===== src/rtl/sct_pkg.sv =====
// Package: shared offsets and control-field positions for the countdown timer.
// Assumes byte offsets on an 8-bit address and a 32-bit register port.
package sct_pkg;
    localparam int ADDR_W        = 8;
    localparam int DATA_W        = 32;
    localparam logic [ADDR_W-1:0] OFS_CTRL  = 8'h40;
    localparam logic [ADDR_W-1:0] OFS_COUNT = 8'h44;
    localparam int BIT_RUN       = 0;
    localparam int BIT_IE        = 1;
    localparam int BIT_ACK       = 4;

    typedef struct packed {
        logic ie;
        logic run;
    } ctrl_t;
endpackage


===== src/rtl/sct_ctrl.sv =====
// Module: control register holding the run bit and interrupt enable.
// Assumes the write strobe is already qualified by the control offset.
module sct_ctrl
    import sct_pkg::*;
(
    input  logic  clk,
    input  logic  rst_n,
    input  logic  wr,
    input  logic  run_in,
    input  logic  ie_in,
    output ctrl_t ctrl_q
);
    // Purpose: capture the run and enable bits on a control write.
    always_ff @(posedge clk) begin
        if (!rst_n) begin
            ctrl_q <= '0;
        end else if (wr) begin
            ctrl_q.run <= run_in;
            ctrl_q.ie  <= ie_in;
        end
    end
endmodule


===== src/rtl/sct_counter.sv =====
// Module: countdown register; loads on a gated write, steps down on tick, stops at zero.
// Assumes run_i is the registered run bit; a load takes priority over a step.
module sct_counter #(
    parameter int CNT_W = 32
) (
    input  logic             clk,
    input  logic             rst_n,
    input  logic             run_i,
    input  logic             tick_i,
    input  logic             load_req,
    input  logic [CNT_W-1:0] load_val,
    output logic [CNT_W-1:0] cnt_q,
    output logic             expire_o
);
    localparam logic [CNT_W-1:0] ONE = CNT_W'(1);

    logic load_ok;
    logic step_ok;

    // Purpose: qualify load and step with the run gate.
    always_comb begin
        load_ok  = load_req && run_i;
        step_ok  = run_i && tick_i && !load_ok && (cnt_q != '0);
        expire_o = step_ok && (cnt_q == ONE);
    end

    // Purpose: hold, load or decrement the remaining count.
    always_ff @(posedge clk) begin
        if (!rst_n) begin
            cnt_q <= '0;
        end else if (load_ok) begin
            cnt_q <= load_val;
        end else if (step_ok) begin
            cnt_q <= cnt_q - ONE;
        end
    end
endmodule


===== src/rtl/sct_irq.sv =====
// Module: pending-flag keeper; set on expiry, cleared by a gated acknowledge.
// Assumes expiry already implies the run bit; expiry outranks a clear.
module sct_irq (
    input  logic clk,
    input  logic rst_n,
    input  logic run_i,
    input  logic expire_i,
    input  logic ack_req,
    output logic pend_q
);
    // Purpose: update the pending flag only while the run bit is set.
    always_ff @(posedge clk) begin
        if (!rst_n) begin
            pend_q <= 1'b0;
        end else if (run_i) begin
            if (expire_i) begin
                pend_q <= 1'b1;
            end else if (ack_req) begin
                pend_q <= 1'b0;
            end
        end
    end
endmodule


===== src/rtl/sys_countdown_timer.sv =====
// Module: top of the gated countdown timer; decodes the register port and forms irq.
// Assumes single-cycle writes and a combinational read path.
module sys_countdown_timer
    import sct_pkg::*;
#(
    parameter int CNT_W = DATA_W
) (
    input  logic              clk,
    input  logic              rst_n,
    input  logic              reg_wr,
    input  logic [ADDR_W-1:0] reg_addr,
    input  logic [CNT_W-1:0]  reg_wdata,
    output logic [CNT_W-1:0]  reg_rdata,
    input  logic              tick_en,
    output logic              irq
);
    localparam int CTRL_RD_W = 2;

    ctrl_t            ctrl_q;
    logic [CNT_W-1:0] cnt_q;
    logic             pend_q;
    logic             expire;
    logic             ctrl_wr;
    logic             count_wr;
    logic             ack_req;
    logic [CTRL_RD_W-1:0] ctrl_view;

    // Purpose: decode write strobes per register.
    always_comb begin
        ctrl_wr  = reg_wr && (reg_addr == OFS_CTRL);
        count_wr = reg_wr && (reg_addr == OFS_COUNT);
        ack_req  = ctrl_wr && reg_wdata[BIT_ACK];
    end

    sct_ctrl u_ctrl (
        .clk    (clk),
        .rst_n  (rst_n),
        .wr     (ctrl_wr),
        .run_in (reg_wdata[BIT_RUN]),
        .ie_in  (reg_wdata[BIT_IE]),
        .ctrl_q (ctrl_q)
    );

    sct_counter #(.CNT_W(CNT_W)) u_counter (
        .clk      (clk),
        .rst_n    (rst_n),
        .run_i    (ctrl_q.run),
        .tick_i   (tick_en),
        .load_req (count_wr),
        .load_val (reg_wdata),
        .cnt_q    (cnt_q),
        .expire_o (expire)
    );

    sct_irq u_irq (
        .clk      (clk),
        .rst_n    (rst_n),
        .run_i    (ctrl_q.run),
        .expire_i (expire),
        .ack_req  (ack_req),
        .pend_q   (pend_q)
    );

    // Purpose: place the control bits at their field positions for readback.
    always_comb begin
        ctrl_view          = '0;
        ctrl_view[BIT_RUN] = ctrl_q.run;
        ctrl_view[BIT_IE]  = ctrl_q.ie;
    end

    // Purpose: read multiplexer; unmapped offsets and the acknowledge bit read zero.
    always_comb begin
        reg_rdata = '0;
        if (reg_addr == OFS_CTRL) begin
            reg_rdata[CTRL_RD_W-1:0] = ctrl_view;
        end else if (reg_addr == OFS_COUNT) begin
            reg_rdata = cnt_q;
        end
    end

    // Purpose: interrupt output from pending flag and enable.
    assign irq = pend_q && ctrl_q.ie;
endmodule


===== config.mk =====
export PLATFORM = sky130hd
export DESIGN_NAME = sys_countdown_timer
export DESIGN_NICKNAME = d
export VERILOG_FILES = /design/src/rtl/sct_pkg.sv /design/src/rtl/sct_ctrl.sv /design/src/rtl/sct_counter.sv /design/src/rtl/sct_irq.sv /design/src/rtl/sys_countdown_timer.sv
export SDC_FILE = /design/constraint.sdc
export NUM_CORES = 1
export LEC_CHECK = 0
export BUFFER_PORTS_ARGS = -buffer_cell sky130_fd_sc_hd__buf_2
export CAP_MARGIN = 20
export CORE_MARGIN = 4
export CORE_UTILIZATION = 40
export DETAILED_ROUTE_END_ITERATION = 12
export PLACE_DENSITY_LB_ADDON = 0.2
export SYNTH_ARGS = -nofsm -noshare
export SYNTH_HDL_FRONTEND = slang
export SYNTH_SLANG_ARGS = --single-unit

===== constraint.sdc =====
create_clock -name clk -period 2.5 [get_ports clk]
set_input_delay 0.125 -clock clk [delete_from_list [all_inputs] [get_ports clk]]
set_output_delay 0.125 -clock clk [all_outputs]
set_load 0.02 [all_outputs]

==> metrics.md <==
| Metric | Value |
|---|---|
| Final setup violation count | 0 |
| Power Dens Cells | between 300 and 400 nW/µm² |
| Drt wl/cell | 16.90 µm |
| CP Max Fanout | 9 |
| Post-Synthesis Net Count | 368 |
| Via/cell ratio | between 5 and 6 |
| ANT cells | 0 |
| Clock Tree Root | clkbuf_8 |
| I/O pin count | 77 |
| Worst path slowest cell | or4_1 |
| Detail Route Antenna Nets | 0 |
| Synth cell types | 57 |
| Area delta synth->final | 21.21% |
| RSZ-0062 raised after global routing | false |
| Chip Width | 88.37 µm |
| Vias in the first global route | about 2600 |
| Worst Path Arrival | roughly 2.4 ns |
| Crit end category | register |
| Part of the cycle the worst path needs | 0.8689 |
| Seq/Total Area, Yosys | 0.2712 |
| Hold Crit Class | input port to register |
| Post-CTS Setup Inserts | 0 |
| Largest net degree at the start of global routing | 59 |
| Max Cap Violations | 0 |
| Cell area after synthesis | 2584 µm² |
| H-tree level count | 2 |
| CTS tree | built |
| Post-route DRC | 0 |
| Leakage power | 1.478 nW |
| Post-Route WL | 7858 µm |
| Fmax | ~460 MHz |
| Tot GR Track Use | 0.2057 |
| IO Port Bufs | 76 |
| Core area | 6314 µm² |
| Syn Area/Cell | 8.024 µm² |
| Clock Path Buffers | 2 |
| Crit start category | register |
| Via count | 2741 |
| Crit Path Class | register to register |
| Initial antenna violation count | 0 |
| Delay-heaviest family, CP | simple AND/OR/NAND/NOR gates |
| Drt pass-1 iters | 4 |
| Latest clock arrival within the worst-skew pair | 0.30 ns |
| First-pass GRT wire length | roughly 13000 µm |
| Effective utilization at floorplan | 0.4092 |
| Final Power | 1.252 mW |
| Slowest stage delay, CP | about 0.48 ns |
| Number of synthesized flops with an enable pin | 0 |
| GR Overflow Total | 0 |
| Post-Route Skew | 0.01357 ns |
| Number of hold buffers added after CTS | 0 |
| Filler cell count | 649 |
| Post-CTS sizing | 0 |
| WP data required | between 2 and 3 ns |
| Top FF cell, synth | dfxtp_1 |
| Height of the chip | roughly 88 µm |
| Layout cells sized above 1 | 0.2964 |
| Register bit total from synthesis | 35 |
| Core Rows | 29 |
| Die area | roughly 7800 µm² |
| Iteration-0 DRC Markers | 153 |
| Final hold viol count | 0 |
| Num CTS Buffers | 5 |
| Worst VDD drop | approximately 0.00026 V |
| Clk sink count | 35 |
| Status | completed |
| Commonest non-fill, non-tap cell in the layout | buf_2 |
| Most frequent cells in the layout | buf_2 (76), dfxtp_1 (35), and3_1 (34), o21ai_0 (22), nand3_1 (18) |
| Ys async rst share | 0 |
| Least-Margin Pin Slew | 0.5990 ns |
| Slew margin rel. | 0.5950 |
| Max-slew violation count | 0 |
| Routability cong. | approximately 0.85 |
| Hpwl dp | 5551 µm |
| Net count, final | 433 |
| Yosys warns | 0 |
| Reg clk slew, reported paths | 0.08 ns |
| Setup_tns | 0 ns |
| Min cycle time layout | 2.172 ns |
| Cell Chain, Critical Path | nor4_1 > and3_1 > nand4_1 > or4_1 > a31oi_1 |
| Buffer and inverter count on the worst path | 0 |
| Gate Count Post-Synth | between 300 and 400 |
cell usage after synthesis (all sizes together), types with 3 or more instances:
master,n,area share
o31ai,7,0.026
a311oi,3,0.013
nor4,9,0.044
xor2,6,0.020
nand3,19,0.037
nor2,15,0.023
and3,36,0.090
clkbuf,17,0.025
a31oi,16,0.039
xnor2,6,0.020
nand2,9,0.014
or3,18,0.046
o2111ai,5,0.017
dfxtp,35,0.27
buf,11,0.035
mux2i,5,0.019
and2,5,0.013
o21ai,26,0.050
or4,11,0.033
a21oi,10,0.019
inv,3,0.0044
nand4,12,0.035
nor3,16,0.033
cells by family (layout without fill, tap and decap cells):
family,count (synthesis),count (layout),share of synthesized area
AND/OR/NAND/NOR,159,159,0.3937
AO/OA/AOI/OAI,78,78,0.2015
flip-flops,35,35,0.2712
buffers and inverters,31,97,0.06392
XOR/XNOR,12,12,0.04068
multiplexers,5,5,0.01937
adder cells (fa/ha/maj),2,2,0.009684
stage by stage:
| stage | util | std cells | cell area, µm² | worst slack (ns) | hold slack (ns) |
|---|---|---|---|---|---|
| after floorplan | - | 322 | 2584 | 0.5751 | 0.2689 |
| after global placement | 0.4750 | 457 | 2999 | 0.4024 | 0.3641 |
| after detailed placement | 0.4750 | 457 | 2999 | 0.3434 | 0.3711 |
| after CTS | 0.4960 | 465 | 3132 | 0.3252 | 0.07003 |
| after global routing | 0.4960 | 465 | 3132 | 0.1606 | 0.08621 |
| final | 0.4960 | 465 | 3132 | 0.3277 | 0.07414 |
layer usage:
layer	track usage	routed length, µm	up-vias
met5	0	0	-
met4	0.07967	108	0
met3	0.03724	506	11
met2	0.3222	3659	87
met1	0.2809	3583	1259
li1	-	-	1384
final cells by class:
type / count / area (µm²) / area share
clock buffers: 6 / 72.57 / 0.02317
clock inverters: 2 / 60.06 / 0.01918
multi-input cells: 256 / 1723 / 0.5501
repair buffers: 86 / 467.9 / 0.1494
inverters: 3 / 11.26 / 0.003596
well taps: 77 / 96.34 / 0.03076
flip-flops and latches: 35 / 700.7 / 0.2237
final timing paths:
path,startpoint,endpoint,slack [ns],cells past startpoint
worst max-delay path,u_counter.cnt_q[9],u_counter.cnt_q[26],0.33,5
worst min-delay path,reg_wdata[21],u_counter.cnt_q[21],0.07,3
worst max register to register,u_counter.cnt_q[9],u_counter.cnt_q[26],0.33,5
worst min register to register,u_irq.pend_q,u_irq.pend_q,0.51,2
power breakdown:
group | leakage, nW | total (mW) | switching, mW | internal [mW]
clock | 0.0654 | 0.621 | 0.222 | 0.399
sequential | 0.282 | 0.557 | 0.0000462 | 0.557
combinational | 1.13 | 0.0745 | 0.0398 | 0.0347
state kept, by name, summed over array words and instances (netlist names):
signal,count
u_counter.cnt_q,32
u_ctrl.ctrl_q,2
u_irq.pend_q,1
worst min-delay path: cells and delay by family:
| kind | cells | cell delay (ns) |
|---|---|---|
| buffers and inverters | 1 | 0.08 |
| and+or+nand+nor | 2 | 0.12 |
Power figures use the tool's default switching activity.
